## config.mk

```make
export PLATFORM = sky130hd
export DESIGN_NAME = stride_addr_gen
export DESIGN_NICKNAME = d
export VERILOG_FILES = /design/src/rtl/sag_pkg.sv /design/src/rtl/sag_down_counter.sv /design/src/rtl/sag_addr_unit.sv /design/src/rtl/sag_ctrl.sv /design/src/rtl/stride_addr_gen.sv
export SDC_FILE = /design/constraint.sdc
export NUM_CORES = 1
export LEC_CHECK = 0
export BUFFER_PORTS_ARGS = -buffer_cell sky130_fd_sc_hd__clkbuf_2
export CAP_MARGIN = 20
export CORE_UTILIZATION = 55
export CTS_BUF_LIST = sky130_fd_sc_hd__clkbuf_2 sky130_fd_sc_hd__clkbuf_4 sky130_fd_sc_hd__clkbuf_8
export CTS_CLUSTER_SIZE = 28
export DETAILED_ROUTE_END_ITERATION = 16
export PLACE_DENSITY = 0.76
export SETUP_SLACK_MARGIN = 0.4
export SYNTH_ARGS = -nofsm -noshare
export SYNTH_HDL_FRONTEND = slang
export SYNTH_HIERARCHICAL = 1
export SYNTH_SLANG_ARGS = --single-unit
```

## constraint.sdc

```tcl
create_clock -name clk -period 4.49 [get_ports clk]
set_clock_uncertainty 0.2 [all_clocks]
set_input_delay 0.6735 -clock clk [delete_from_list [all_inputs] [get_ports clk]]
set_output_delay 0.6735 -clock clk [all_outputs]
set_load 0.01 [all_outputs]
```

## src/rtl/sag_pkg.sv

```systemverilog
package sag_pkg;

  typedef enum logic {
    SAG_IDLE = 1'b0,
    SAG_RUN  = 1'b1
  } sag_state_e;

endpackage

```

## src/rtl/sag_down_counter.sv

```systemverilog
module sag_down_counter #(
  parameter int W = 8
) (
  input  logic         clk,
  input  logic         rst_n,
  input  logic         load,
  input  logic [W-1:0] load_val,
  input  logic         dec,
  output logic         is_zero
);

  logic [W-1:0] cnt_q;

  always_ff @(posedge clk) begin
    if (!rst_n) begin
      cnt_q <= '0;
    end else if (load) begin
      cnt_q <= load_val;
    end else if (dec) begin
      cnt_q <= cnt_q - W'(1);
    end
  end

  assign is_zero = (cnt_q == '0);

  // the beat and row counts never step below zero
  assert_no_underflow_R5 : assert property (@(posedge clk) disable iff (!rst_n)
    (dec && !load) |-> !is_zero);

endmodule

```

## src/rtl/sag_addr_unit.sv

```systemverilog
module sag_addr_unit #(
  parameter int ADDR_W    = 32,
  parameter int STRIDE_W  = 24,
  parameter int BUS_BYTES = 8
) (
  input  logic                clk,
  input  logic                rst_n,
  input  logic                start,
  input  logic [ADDR_W-1:0]   start_addr,
  input  logic [STRIDE_W-1:0] stride,
  input  logic                restart,
  input  logic                step_row,
  input  logic                step_beat,
  output logic [ADDR_W-1:0]   addr
);

  localparam int LOG2_BUS = $clog2(BUS_BYTES);
  localparam logic [ADDR_W-1:0] LOW_MASK   = ADDR_W'(BUS_BYTES - 1);
  localparam logic [ADDR_W-1:0] ALIGN_MASK = ~LOW_MASK;
  localparam logic [ADDR_W-1:0] BUS_INC    = ADDR_W'(BUS_BYTES);

  logic [ADDR_W-1:0] stride_in;
  logic [ADDR_W-1:0] stride_q;
  logic [ADDR_W-1:0] base_q;
  logic [ADDR_W-1:0] row_q;
  logic [ADDR_W-1:0] addr_q;

  generate
    if (STRIDE_W >= ADDR_W) begin : g_stride_trunc
      assign stride_in = stride[ADDR_W-1:0];
    end else begin : g_stride_ext
      assign stride_in = {{(ADDR_W-STRIDE_W){1'b0}}, stride};
    end
  endgenerate

  always_ff @(posedge clk) begin
    if (!rst_n) begin
      stride_q <= '0;
      base_q   <= '0;
      row_q    <= '0;
      addr_q   <= '0;
    end else if (start) begin
      stride_q <= stride_in & ALIGN_MASK;
      base_q   <= start_addr & ALIGN_MASK;
      row_q    <= start_addr & ALIGN_MASK;
      addr_q   <= start_addr & ALIGN_MASK;
    end else if (restart) begin
      row_q    <= base_q;
      addr_q   <= base_q;
    end else if (step_row) begin
      row_q    <= row_q + stride_q;
      addr_q   <= row_q + stride_q;
    end else if (step_beat) begin
      addr_q   <= addr_q + BUS_INC;
    end
  end

  assign addr = addr_q;

  // a beat step inside a row moves by exactly one bus word
  assert_beat_step_R4 : assert property (@(posedge clk) disable iff (!rst_n)
    (step_beat && !step_row && !restart && !start) |=> addr_q == $past(addr_q) + BUS_INC);

  // a row step lands one stride past the previous row start
  assert_row_step_R5 : assert property (@(posedge clk) disable iff (!rst_n)
    (step_row && !restart && !start) |=> addr_q == $past(row_q) + $past(stride_q));

  // a cyclic restart returns to the first row start
  assert_restart_base_R8 : assert property (@(posedge clk) disable iff (!rst_n)
    (restart && !start) |=> addr_q == base_q);

  generate
    if (LOG2_BUS > 0) begin : g_align_chk
      // every issued address is bus-word aligned
      assert_aligned_R3 : assert property (@(posedge clk) disable iff (!rst_n)
        (addr_q & LOW_MASK) == '0);
    end
  endgenerate

endmodule

```

## src/rtl/sag_ctrl.sv

```systemverilog
module sag_ctrl
  import sag_pkg::*;
#(
  parameter int LEN_W  = 24,
  parameter int ROWS_W = 16
) (
  input  logic              clk,
  input  logic              rst_n,
  input  logic              abort,
  input  logic              desc_valid,
  output logic              desc_ready,
  input  logic [LEN_W-1:0]  beats_m1_in,
  input  logic [ROWS_W-1:0] rows_m1_in,
  input  logic              cyclic_in,
  output logic              beat_valid,
  input  logic              beat_ready,
  input  logic              beat_zero,
  input  logic              row_zero,
  output logic              beat_load,
  output logic [LEN_W-1:0]  beat_load_val,
  output logic              beat_dec,
  output logic              row_load,
  output logic [ROWS_W-1:0] row_load_val,
  output logic              row_dec,
  output logic              addr_start,
  output logic              addr_restart,
  output logic              addr_row,
  output logic              addr_beat,
  output logic              row_last,
  output logic              beat_last,
  output logic              done
);

  sag_state_e        state_q;
  logic [LEN_W-1:0]  beats_m1_q;
  logic [ROWS_W-1:0] rows_m1_q;
  logic              cyclic_q;
  logic              done_q;

  logic accept;
  logic fire;
  logic row_end;
  logic pass_end;

  assign desc_ready = (state_q == SAG_IDLE) && !abort;
  assign accept     = desc_valid && desc_ready;
  assign beat_valid = (state_q == SAG_RUN);
  assign fire       = beat_valid && beat_ready;
  assign row_end    = fire && beat_zero;
  assign pass_end   = row_end && row_zero;

  assign row_last   = beat_valid && beat_zero;
  assign beat_last  = beat_valid && beat_zero && row_zero;

  assign beat_load     = accept || row_end;
  assign beat_load_val = accept ? beats_m1_in : beats_m1_q;
  assign beat_dec      = fire && !beat_zero;

  assign row_load      = accept || (pass_end && cyclic_q);
  assign row_load_val  = accept ? rows_m1_in : rows_m1_q;
  assign row_dec       = row_end && !row_zero;

  assign addr_start    = accept;
  assign addr_restart  = pass_end && cyclic_q;
  assign addr_row      = row_end && !row_zero;
  assign addr_beat     = fire && !beat_zero;

  always_ff @(posedge clk) begin
    if (!rst_n) begin
      state_q    <= SAG_IDLE;
      beats_m1_q <= '0;
      rows_m1_q  <= '0;
      cyclic_q   <= 1'b0;
      done_q     <= 1'b0;
    end else begin
      done_q <= pass_end && !cyclic_q && !abort;
      if (abort) begin
        state_q <= SAG_IDLE;
      end else if (accept) begin
        state_q    <= SAG_RUN;
        beats_m1_q <= beats_m1_in;
        rows_m1_q  <= rows_m1_in;
        cyclic_q   <= cyclic_in;
      end else if (pass_end && !cyclic_q) begin
        state_q <= SAG_IDLE;
      end
    end
  end

  assign done = done_q;

  // an accepted descriptor starts the beat stream on the next cycle
  assert_accept_runs_R2 : assert property (@(posedge clk) disable iff (!rst_n)
    accept |=> beat_valid);

  // the final handshake of a normal transfer ends it with one done pulse
  assert_done_after_last_R7 : assert property (@(posedge clk) disable iff (!rst_n)
    (pass_end && !cyclic_q && !abort) |=> (done && !beat_valid));

  // done never lasts two cycles
  assert_done_single_R7 : assert property (@(posedge clk) disable iff (!rst_n)
    done |=> !done);

  // a cyclic wrap keeps the stream alive and reports no completion
  assert_cyclic_no_done_R8 : assert property (@(posedge clk) disable iff (!rst_n)
    (pass_end && cyclic_q && !abort) |=> (beat_valid && !done));

  // abort empties the stream on the next cycle without completion
  assert_abort_idles_R9 : assert property (@(posedge clk) disable iff (!rst_n)
    abort |=> (!beat_valid && !done));

endmodule

```

## src/rtl/stride_addr_gen.sv

```systemverilog
module stride_addr_gen #(
  parameter int ADDR_W    = 32,
  parameter int LEN_W     = 24,
  parameter int ROWS_W    = 16,
  parameter int STRIDE_W  = 24,
  parameter int BUS_BYTES = 8
) (
  input  logic                clk,
  input  logic                rst_n,
  input  logic                abort,
  input  logic                desc_valid,
  output logic                desc_ready,
  input  logic [ADDR_W-1:0]   desc_start_addr,
  input  logic [LEN_W-1:0]    desc_x_len_m1,
  input  logic [ROWS_W-1:0]   desc_y_len_m1,
  input  logic [STRIDE_W-1:0] desc_stride,
  input  logic                desc_cyclic,
  output logic                beat_valid,
  input  logic                beat_ready,
  output logic [ADDR_W-1:0]   cur_addr,
  output logic                row_last,
  output logic                beat_last,
  output logic                done
);

  localparam int LOG2_BUS = $clog2(BUS_BYTES);

  logic [LEN_W-1:0]  beats_m1_in;
  logic              beat_zero;
  logic              row_zero;
  logic              beat_load;
  logic [LEN_W-1:0]  beat_load_val;
  logic              beat_dec;
  logic              row_load;
  logic [ROWS_W-1:0] row_load_val;
  logic              row_dec;
  logic              addr_start;
  logic              addr_restart;
  logic              addr_row;
  logic              addr_beat;

  assign beats_m1_in = desc_x_len_m1 >> LOG2_BUS;

  sag_ctrl #(
    .LEN_W  (LEN_W),
    .ROWS_W (ROWS_W)
  ) u_ctrl (
    .clk           (clk),
    .rst_n         (rst_n),
    .abort         (abort),
    .desc_valid    (desc_valid),
    .desc_ready    (desc_ready),
    .beats_m1_in   (beats_m1_in),
    .rows_m1_in    (desc_y_len_m1),
    .cyclic_in     (desc_cyclic),
    .beat_valid    (beat_valid),
    .beat_ready    (beat_ready),
    .beat_zero     (beat_zero),
    .row_zero      (row_zero),
    .beat_load     (beat_load),
    .beat_load_val (beat_load_val),
    .beat_dec      (beat_dec),
    .row_load      (row_load),
    .row_load_val  (row_load_val),
    .row_dec       (row_dec),
    .addr_start    (addr_start),
    .addr_restart  (addr_restart),
    .addr_row      (addr_row),
    .addr_beat     (addr_beat),
    .row_last      (row_last),
    .beat_last     (beat_last),
    .done          (done)
  );

  sag_down_counter #(.W(LEN_W)) u_beat_cnt (
    .clk      (clk),
    .rst_n    (rst_n),
    .load     (beat_load),
    .load_val (beat_load_val),
    .dec      (beat_dec),
    .is_zero  (beat_zero)
  );

  sag_down_counter #(.W(ROWS_W)) u_row_cnt (
    .clk      (clk),
    .rst_n    (rst_n),
    .load     (row_load),
    .load_val (row_load_val),
    .dec      (row_dec),
    .is_zero  (row_zero)
  );

  sag_addr_unit #(
    .ADDR_W    (ADDR_W),
    .STRIDE_W  (STRIDE_W),
    .BUS_BYTES (BUS_BYTES)
  ) u_addr (
    .clk        (clk),
    .rst_n      (rst_n),
    .start      (addr_start),
    .start_addr (desc_start_addr),
    .stride     (desc_stride),
    .restart    (addr_restart),
    .step_row   (addr_row),
    .step_beat  (addr_beat),
    .addr       (cur_addr)
  );

  // a stalled beat holds its address and flags
  assert_stall_hold_R10 : assert property (@(posedge clk) disable iff (!rst_n)
    (beat_valid && !beat_ready && !abort) |=>
      (beat_valid && $stable(cur_addr) && $stable(row_last) && $stable(beat_last)));

  // the transfer end flag only appears on a row end
  assert_last_in_row_R6 : assert property (@(posedge clk) disable iff (!rst_n)
    beat_last |-> row_last);

endmodule

```

# Word-level counts from Yosys, hierarchy flattened

Index checks and enable logic that the tools add are counted.

Flip-flop bits (word level): 197
Bits in latches: 0
RAM bits: 0
Bits in read-only memories: 0
Input bits: 102
Memories kept: 0

$add $sub $neg: 4
$mul: 0
Divide/modulo/power cells: 0
Order comparisons: 0
Equality and inequality tests: 0
Shift-type cells: 0
Mux-type cells: 15
Bitwise gates (word level): 3
Reduce and logical (&&, ||, !) cells: 30

Operator list:

| kind                    | count |
|---|---|
| $mux W32                | 7 |
| $mux W24                | 3 |
| $mux W16                | 3 |
| $add A32 B24 Y32        | 1 |
| $add A32 B4 Y32 const B | 1 |
| $logic_not A24 Y1       | 1 |
| $sub A24 B1 Y24 const B | 1 |
| $logic_not A16 Y1       | 1 |
| $sub A16 B1 Y16 const B | 1 |
| $logic_and A1 B1 Y1     | 12 |
| $reduce_bool A2 Y1      | 4 |
| $reduce_bool A3 Y1      | 2 |
| $logic_not A1 Y1        | 4 |
| $reduce_bool A4 Y1      | 1 |
| $reduce_or A2 Y1        | 2 |
| $not A1 Y1              | 3 |
| $logic_or A1 B1 Y1      | 2 |
| $mux W1                 | 2 |
| $reduce_and A2 Y1       | 1 |

# Logic depth before layout (Yosys ltp)

Gate-level depths: netlist of the first run.

Depth in word-level cells: 7
Gate-level depth with buffers: 14

# Hierarchy

Netlist of the first run, hierarchy kept.

By module, submodules not included:

| module                         | instances | cells each | area an instance (µm²) |
|---|---|---|---|
| sag_addr_unit                  | 1         | 846        | 6976.7 |
| sag_ctrl                       | 1         | 241        | 2323.5 |
| sag_down_counter at u_beat_cnt | 1         | 169        | 1395.1 |
| sag_down_counter at u_row_cnt  | 1         | 100        | 882.1 |
| stride_addr_gen                | 1         | 1          | 3.8 |

# Worst setup path after synthesis of the first run

Ideal clock, no wire load.

Kind: flip-flop to flip-flop
Start point: reg u_beat_cnt.cnt_q[15]
End point: reg u_addr.row_q[26]
Setup time: 0.134 ns
Data arrival time: 3.382 ns
Required time: 4.156 ns
Setup slack: 0.775 ns
Stages on the path, launching flop included: 12
Buffers on the path: 3
Clock period less this slack: 3.715 ns
Path through: dfxtp_1 or4_4 or4_4 nor4_1 nand4_1 nor2_1 clkbuf_1 buf_1 buf_1 nand2_1 o21ai_0 a21oi_1

Word-level cells in the longest chain between the ends: 6
Elaborated cells on any way between the ends: 8
Those cells by class: mux (2); reduce/logical (6)

RTL lines:

| item                   | RTL line               | text |
|---|---|---|
| start, declared        | sag_down_counter.sv:12 | `logic [W-1:0] cnt_q;` |
| start signal, assigned | sag_down_counter.sv:18 | `cnt_q <= load_val;` |
| start signal, assigned | sag_down_counter.sv:20 | `cnt_q <= cnt_q - W'(1);` |
| $logic_not A24 Y1 *    | sag_down_counter.sv:24 | `assign is_zero = (cnt_q == '0);` |
| net beat_zero          | stride_addr_gen.sv:29  | `logic beat_zero;` |
| $logic_and A1 B1 Y1 *  | sag_ctrl.sv:49         | `assign row_end = fire && beat_zero;` |
| $logic_and A1 B1 Y1 *  | sag_ctrl.sv:50         | `assign pass_end = row_end && row_zero;` |
| $logic_and A1 B1 Y1 *  | sag_ctrl.sv:64         | `assign addr_restart = pass_end && cyclic_q;` |
| net addr_restart       | stride_addr_gen.sv:38  | `logic addr_restart;` |
| $mux W32               | sag_addr_unit.sv:47    | `end else if (restart) begin` |
| $mux W32               | sag_addr_unit.sv:42    | `end else if (start) begin` |
| end signal, assigned   | sag_addr_unit.sv:45    | `row_q <= start_addr & ALIGN_MASK;` |
| end signal, assigned   | sag_addr_unit.sv:48    | `row_q <= base_q;` |
| end signal, assigned   | sag_addr_unit.sv:51    | `row_q <= row_q + stride_q;` |
| end, declared          | sag_addr_unit.sv:25    | `logic [ADDR_W-1:0] row_q;` |

The timed path passes the listed nets; every way through them passes the cells marked *.
A chain may end at the register's enable or synchronous reset.

# Worst setup path after layout of the first run

Start point: reg u_row_cnt.cnt_q[5]
End point: reg u_addr.row_q[12]

Word-level cells in the longest chain between the ends: 5
Elaborated cells on any way between the ends: 8
Those cells by class: mux (2); reduce/logical (6)

RTL lines:

| item                   | RTL line               | text |
|---|---|---|
| start, declared        | sag_down_counter.sv:12 |  |
| start signal, assigned | sag_down_counter.sv:18 |  |
| start signal, assigned | sag_down_counter.sv:20 |  |
| $logic_not A16 Y1 *    | sag_down_counter.sv:24 |  |
| net row_zero           | stride_addr_gen.sv:30  | `logic row_zero;` |
| $logic_and A1 B1 Y1 *  | sag_ctrl.sv:50         |  |
| $logic_and A1 B1 Y1 *  | sag_ctrl.sv:64         |  |
| net addr_restart       | stride_addr_gen.sv:38  |  |
| $mux W32               | sag_addr_unit.sv:47    |  |
| $mux W32               | sag_addr_unit.sv:42    |  |

Marks and branches as above.

==> results of run 1 <==
[layout make-up]
type                       count  area [µm²]
fill                        1806        7556
multi-input combinational   1049        7186
sequential                   197        3944
timing repair buffer         161       934.6
tap                          270       337.8
clock buffer                  20       262.8
clock inverter                12       118.9
inverter                      22       82.58
antenna                        3       7.507
[sequential cells by signal, indices dropped and copies added (netlist names)]
signal and cells:
u_ctrl/done 1, u_ctrl/rows_m1_q 16, u_ctrl/cyclic_q 1, u_addr/addr 32
u_ctrl/beat_valid 1, u_row_cnt/cnt_q 16, u_addr/stride_q 21, u_ctrl/beats_m1_q 24
u_addr/row_q 32, u_addr/base_q 29, u_beat_cnt/cnt_q 24
[layer usage]
metal  track usage  share of wire  up-vias
met5             0              0        -
met3       0.04596          0.062       35
li1              -              -     5083
met1        0.3768           0.45     4924
met2        0.4533           0.47      365
met4       0.08763          0.016        0
[timing repair]
action	in CTS	in global routing
setup endpoints to repair	0	25
buffers inserted	0	2
hold buffers	0	0
resized for setup	0	2
[cells in the mapped netlist, drive strengths merged (7+ instances only)]
cell type and n:
xor2 26, nand2b 13, nor4 17, a221oi 7, mux2 40, nand2 177, o21ai 95, nor2 69
nor3 20, clkbuf 71, or4 14, o31ai 11, nand3 41, inv 20, nand4 13, a21oi 88
o21a 11, a21o 7, nor2b 53, ha 25, dfxtp 197, a211oi 16, a31oi 14, o211ai 8
xnor2 42, or3 11, a21boi 16, buf 23, and3 10, mux2i 96
[logic make-up after synthesis]
group	share of synthesized area
xor+xnor	0.05143
compound gates	0.1946
flops	0.3405
simple gates	0.2132
buf+inv	0.04419
fa+ha+maj	0.02874
other cells	0.0003238
mux	0.1271
[power breakdown]
| group | leakage [nW] | total, W | internal [W] | switching [W] |
|---|---|---|---|---|
| clock network | 0.193 | 0.00112 | 0.000432 | 0.000684 |
| logic | 3.32 | 0.000713 | 0.000314 | 0.000398 |
| registers | 1.61 | 0.00195 | 0.00185 | 0.0000992 |
[worst min-delay path: stages]
cell,delay (ns)
clkbuf_2,0.09
nand2_1,0.05
mux2i_1,0.05
[layout by cell type, fill, tap and decap left out, types with 13 or more instances in the layout]
cell | netlist | final
mux2_4 | 16 | 16
clkbuf_2 | 0 | 128
nand3_1 | 40 | 40
mux2i_1 | 96 | 96
a21boi_0 | 16 | 16
a211oi_1 | 15 | 15
o21ai_0 | 93 | 93
a21oi_1 | 86 | 86
nor2_1 | 67 | 65
nor3_1 | 15 | 14
nand2b_1 | 13 | 13
clkbuf_8 | 0 | 18
nand2_1 | 177 | 177
mux2_2 | 24 | 24
ha_1 | 25 | 25
inv_1 | 20 | 20
xor2_1 | 26 | 26
nor2b_1 | 53 | 53
dfxtp_1 | 197 | 197
xnor2_1 | 42 | 42
a31oi_1 | 13 | 13
buf_4 | 5 | 29
[worst min path at each step]
stage | startpoint | endpoint | slack [ns] | cells past startpoint
final | desc_x_len_m1[15] | u_ctrl/beats_m1_q[12] | 0.23 | 3
after global routing | desc_x_len_m1[21] | u_ctrl/beats_m1_q[18] | 0.20 | 3
after CTS | desc_x_len_m1[16] | u_ctrl/beats_m1_q[13] | 0.20 | 3
after detailed placement | u_ctrl/beats_m1_q[18] | u_ctrl/beats_m1_q[18] | 0.25 | 2
after global placement | u_ctrl/rows_m1_q[0] | u_ctrl/rows_m1_q[0] | 0.24 | 2
after floorplan | u_ctrl/beats_m1_q[11] | u_ctrl/beats_m1_q[11] | 0.23 | 2
[through the flow]
step	hold WS [ns]	cells
4_1_cts	0.2027	1728
6_report	0.2287	1734
2_1_floorplan	0.2322	1362
3_3_place_gp	0.2395	1696
5_1_grt	0.2016	1734
3_5_place_dp	0.2460	1696
==> reports/qor.yml, run 1 <==
status: "completed"
grt_pass1_wl_um: 48700
r2r-start: "u_row_cnt/cnt_q[5]"
setup_viol: 0
port_buffers: 129
grt_max_degree: 78
yosysSeqAreaShare: 0.3405
required_ns: 4.66
drtIter0Drc: 1113
place_area_um2: 12430
cts.sink_count: 197
timing.rr.end: "u_addr/row_q[12]"
drc_errors: 0
syn_inst: 1357
yosysWarnings: 6
utilization: 0.6301
drive_above_1_share: 0.1910
startpoint: "u_row_cnt/cnt_q[5]"
antenna_found_initial: 3
slew_headroom: 0.2221
synth-edff-count: 0
die_h_um: 147.1
crit_cells: 10
ant_nets: 0
total_power_w: 0.003776
cts_tree: "done"
critPathCapture: "u_addr/row_q[12]"
power_density_nw_per_um2: 293.3
drt_pass1_iterations: 7
syn_avg_cell_area_um2: 8.534
worst_ep_arrival_time_ns: 4.08
gp_congestion: 0.9098
critical_path.max_fanout: 11
synth_cell_types: 99
grt_pass1_vias: 9590
finalCritPeriodShare: 0.8718
crit_path_max_incr_delay_ns: 0.64
critical-path-slowest-cell: "or4_4"
maxCapViolCount: 0
hold_violations: 0
hp-class: "in -> reg"
vias: 10407
synth_top_area_frac: 0.3405
syn_to_final_growth_pct: 11.16
avgRoutedWirePerCell_um: 17.53
rsz0062_at_grt: "no"
timing.fmax_ghz: 0.2555
ys.flop_type: "dfxtp_1"
htreeDepth: 4
grtUsageTotal: 0.2787
crit_type: "reg -> reg"
ir_drop_uv: 161.5
nNetsFinal: 1576
wl_um: 30400
start_kind: "flip-flop"
synth-seq-cells: 197
fin_crit_ns: 3.914
cp_top_family: "simple AND/OR/NAND/NOR gates"
path_cells: "or4_4 > or4b_4 > nor3_2 > nand4_1 > nor2_4 > clkinv_1 > nand2_1 > o21ai_0 > a22oi_1 > nor2b_1"
synth_area_um2: 11580
dp_hpwl_um: 21350
finalInstanceArea_um2: 12870
fin_ws_ns: 0.5757
yosys.area.top_type: "dfxtp_1"
drv_slew: 0
rrSetupSlack_ns: 0.58
dieArea_um2: 21640
pin_count: 139
num_rows: 52
path_clk_slew_ns: 0.11
clockBufferDepth: 2
cellLeakagePower_nw: 5.125
clk_latency_ns: 0.48
cts_made_buffers: 17
cts_root_buf: "clkbuf_8"
core_area_um2: 20430
tns_ns: 0
die_x_um: 147.1
crit_path_end_kind: "flip-flop"
dp_slack_ns: 0.4790
ys_top_cells_by_area: "dfxtp_1 34%, mux2i_1 8.3%, nand2_1 5.7%"
viasPerCell: 6.002
ys_async_sr_fraction: 0
critical_path_buf_inv_count: 1
r2r_cells: 10
initial_core_util: 0.5669
grt.overflow.total: 0
worst_slew_pin_slew_ns: 1.163
Note: power is estimated with default switching activity, not from simulation.
==> run 2: changes to the inputs <==
Settings changed: PLACE_DENSITY 0.76 to 0.77, SYNTH_HIERARCHICAL 1 to unset.
==> run 2 against run 1 <==
- cell count is 0.58% higher
- synthesized cell count is 4.3% higher
- core utilization is 0.19 points lower
- global-route usage is 3.5 points higher
- highest routed layer unchanged
==> reports/qor.yml, run 2 <==
yosysWarnings: 0  # -6
rsz0062_at_grt: "no"
antenna_cells: 0  # -3
worst_slew_pin_slew_ns: 1.030  # -0.1329 ns
avgRoutedWirePerCell_um: 17.69  # +0.93%
status: "completed"
worst_ep_arrival_time_ns: 2.97  # -1.11 ns
synth_top_area_frac: 0.3726  # +0.03204
ys.flop_type: "dfxtp_1"
mostFrequentLayoutCell: "nand2_1"
required_ns: 3.62  # -1.04 ns
timing.fmax_ghz: 0.2600  # +1.8%
crit_type: "reg -> out"
syn_nets: 1545
grt.overflow.total: 0  # unchanged
ir_drop_uv: 205.8  # +27%
die_h_um: 140.7  # -4.3%
post-cts-setup-buffer-count: 0  # unchanged
yosysSeqAreaShare: 0.3726  # +0.03204
syn_inst: 1416  # +4.3%
dp_hpwl_um: 21120  # -1.1%
antenna_found_initial: 0  # -3
drv_slew: 0  # unchanged
final_cell_mix: "295 x nand2_1, 203 x a21oi_1, 197 x dfxtp_1"
power_frac_comb: 0.174  # -0.015
dr.max_layer_used: "met4"
wl_um: 30860  # +1.5%
nNetsFinal: 1627  # +3.2%
grt_pass1_wl_um: 49910  # +2.5%
pin_count: 139  # unchanged
synth-edff-count: 0  # unchanged
num_rows: 50  # -3.8%
fin_crit_ns: 3.846  # -0.06835 ns
cts_tree: "done"
critical_path.max_fanout: 8  # -3
wl_met3_um: 2002  # +6.2%
tns_ns: 0  # unchanged
cts_made_buffers: 17  # unchanged
synth.most_common_cell: "nand2_1"
cts_root_buf: "clkbuf_8"
ys_top_cells_by_area: "dfxtp_1 37%, nand2_1 10%, a21oi_1 9.6%"
ys_top_cells_by_count: "296 x nand2_1, 203 x a21oi_1, 197 x dfxtp_1, 107 x o21ai_0, 100 x nor2_1"
cellLeakagePower_nw: 4.767  # -7.0%
utilization: 0.6283  # -0.001878
drt_pass1_iterations: 6  # -1
ys_async_sr_fraction: 0  # unchanged
drtIter0Drc: 1053  # -5.4%
cts.sink_count: 197  # unchanged
finalCritPeriodShare: 0.8566  # -0.01522
core_area_um2: 18770  # -8.1%
power_density_nw_per_um2: 330.9  # +13%
start_kind: "flip-flop"
dieArea_um2: 19800  # -8.5%
crit_path_end_kind: "output pin"
yosys.area.top_type: "dfxtp_1"
hp-class: "in -> reg"
grt_pass1_vias: 9820  # +2.4%
clockBufferDepth: 2  # unchanged
p_switching_w: 0.001166  # -1.3%
seqPwrFrac: 0.498  # -0.018
drive_above_1_share: 0.1430  # -0.04792
drc_errors: 0  # unchanged
postCtsHoldBufs: 0  # unchanged
viasPerCell: 6.168  # +2.8%
vias: 10757  # +3.4%
port_buffers: 129  # unchanged
hold_violations: 0  # unchanged
path_clk_slew_ns: 0.10  # about the same
clk_latency_ns: 0.48  # about the same
setup_viol: 0  # unchanged
gp_congestion: 0.9447  # +3.8%
maxCapViolCount: 0  # unchanged
ant_nets: 0  # unchanged
htreeDepth: 4  # unchanged
met1_length_um: 13900  # +0.95%
die_x_um: 140.7  # -4.3%
synth-seq-cells: 197  # unchanged
synth_cell_types: 70  # -29%
synth_area_um2: 10590  # -8.6%
wl_met2_um: 14230  # -0.11%
slew_headroom: 0.3136  # +0.09145
syn_avg_cell_area_um2: 7.475  # -12%
grtUsageTotal: 0.3140  # +0.03533
p_int_w: 0.002736  # +5.4%
p_clk_frac: 0.328  # +0.032
grt_max_degree: 99  # +27%
switching_share: 0.2989  # -0.01401
initial_core_util: 0.5640  # -0.002879
syn_to_final_growth_pct: 11.39
[run 2: metrics by stage]
step / power (W) / std cells / hold slack, ns / setup slack [ns] / area, µm²
6_report: 0.003902 / 1744 / 0.2062 / 0.6440 / 11790
5_1_grt: 0.004074 / 1744 / 0.2017 / 0.5826 / 11790
4_1_cts: 0.003894 / 1744 / 0.1893 / 0.6663 / 11790
3_5_place_dp: 0.002644 / 1713 / 0.2438 / 0.6801 / 11350
3_3_place_gp: 0.002627 / 1713 / 0.2380 / 0.7084 / 11350
2_1_floorplan: 0.002428 / 1416 / 0.2296 / 1.315 / 10590
[run 2: area by class of cell]
type / instances / area (µm²)
Clock buffer: 20 / 262.8
Clock inverter: 11 / 173.9
Fill cell: 1706 / 6977
Inverter: 13 / 51.30
Multi-Input combinational cell: 1114 / 6226
Sequential cell: 197 / 3944
Tap cell: 234 / 292.8
Timing Repair Buffer: 155 / 840.8
[run 2: power by group through the flow]
stage,registers (W),logic [W],clock network [W]
after global placement,0.00197,0.000652,0
after detailed placement,0.00198,0.000666,0
final,0.00194,0.000680,0.00128
after global routing,0.00195,0.000758,0.00136
after CTS,0.00194,0.000671,0.00129
after floorplan,0.00195,0.000473,0
[run 2: logic make-up after synthesis]
family                   after synthesis  share of synthesized area
XOR/XNOR                              56                    0.04634
AND/OR/NAND/NOR                      549                     0.2358
buffers and inverters                105                    0.04125
multiplexers                           5                   0.004728
AO/OA/AOI/OAI                        477                     0.2667
flip-flops                           197                     0.3726
adder cells (fa/ha/maj)               27                    0.03262
[run 2: final timing paths]
path / start / cells after the start / slack (ns) / to
min: desc_stride[17] / 3 / 0.21 / u_addr.stride_q[17]
max: u_beat_cnt.cnt_q[11] / 5 / 0.64 / beat_last
min reg2reg: u_addr.row_q[0] / 2 / 0.25 / u_addr.addr[0]
max reg2reg: u_beat_cnt.cnt_q[11] / 10 / 0.78 / u_addr.addr[25]
[run 2: per-layer routing]
layer  track usage  up-vias
li1              -     5199
met1        0.4219     5072
met2        0.5124      428
met3       0.04857       58
met4        0.1098        0
met5             0        -
[run 2: repair_timing]
item	CTS	global route
gates resized for setup	0	1
setup endpoints to repair	0	1
hold endpoints to repair	0	0
[run 2: critical path: stages, from the launching register on]
cell and delay (ns):
dfxtp_1 0.39, or4_4 0.60, or4_4 0.47, nor3_1 0.64
and3_1 0.27, clkbuf_2 0.13
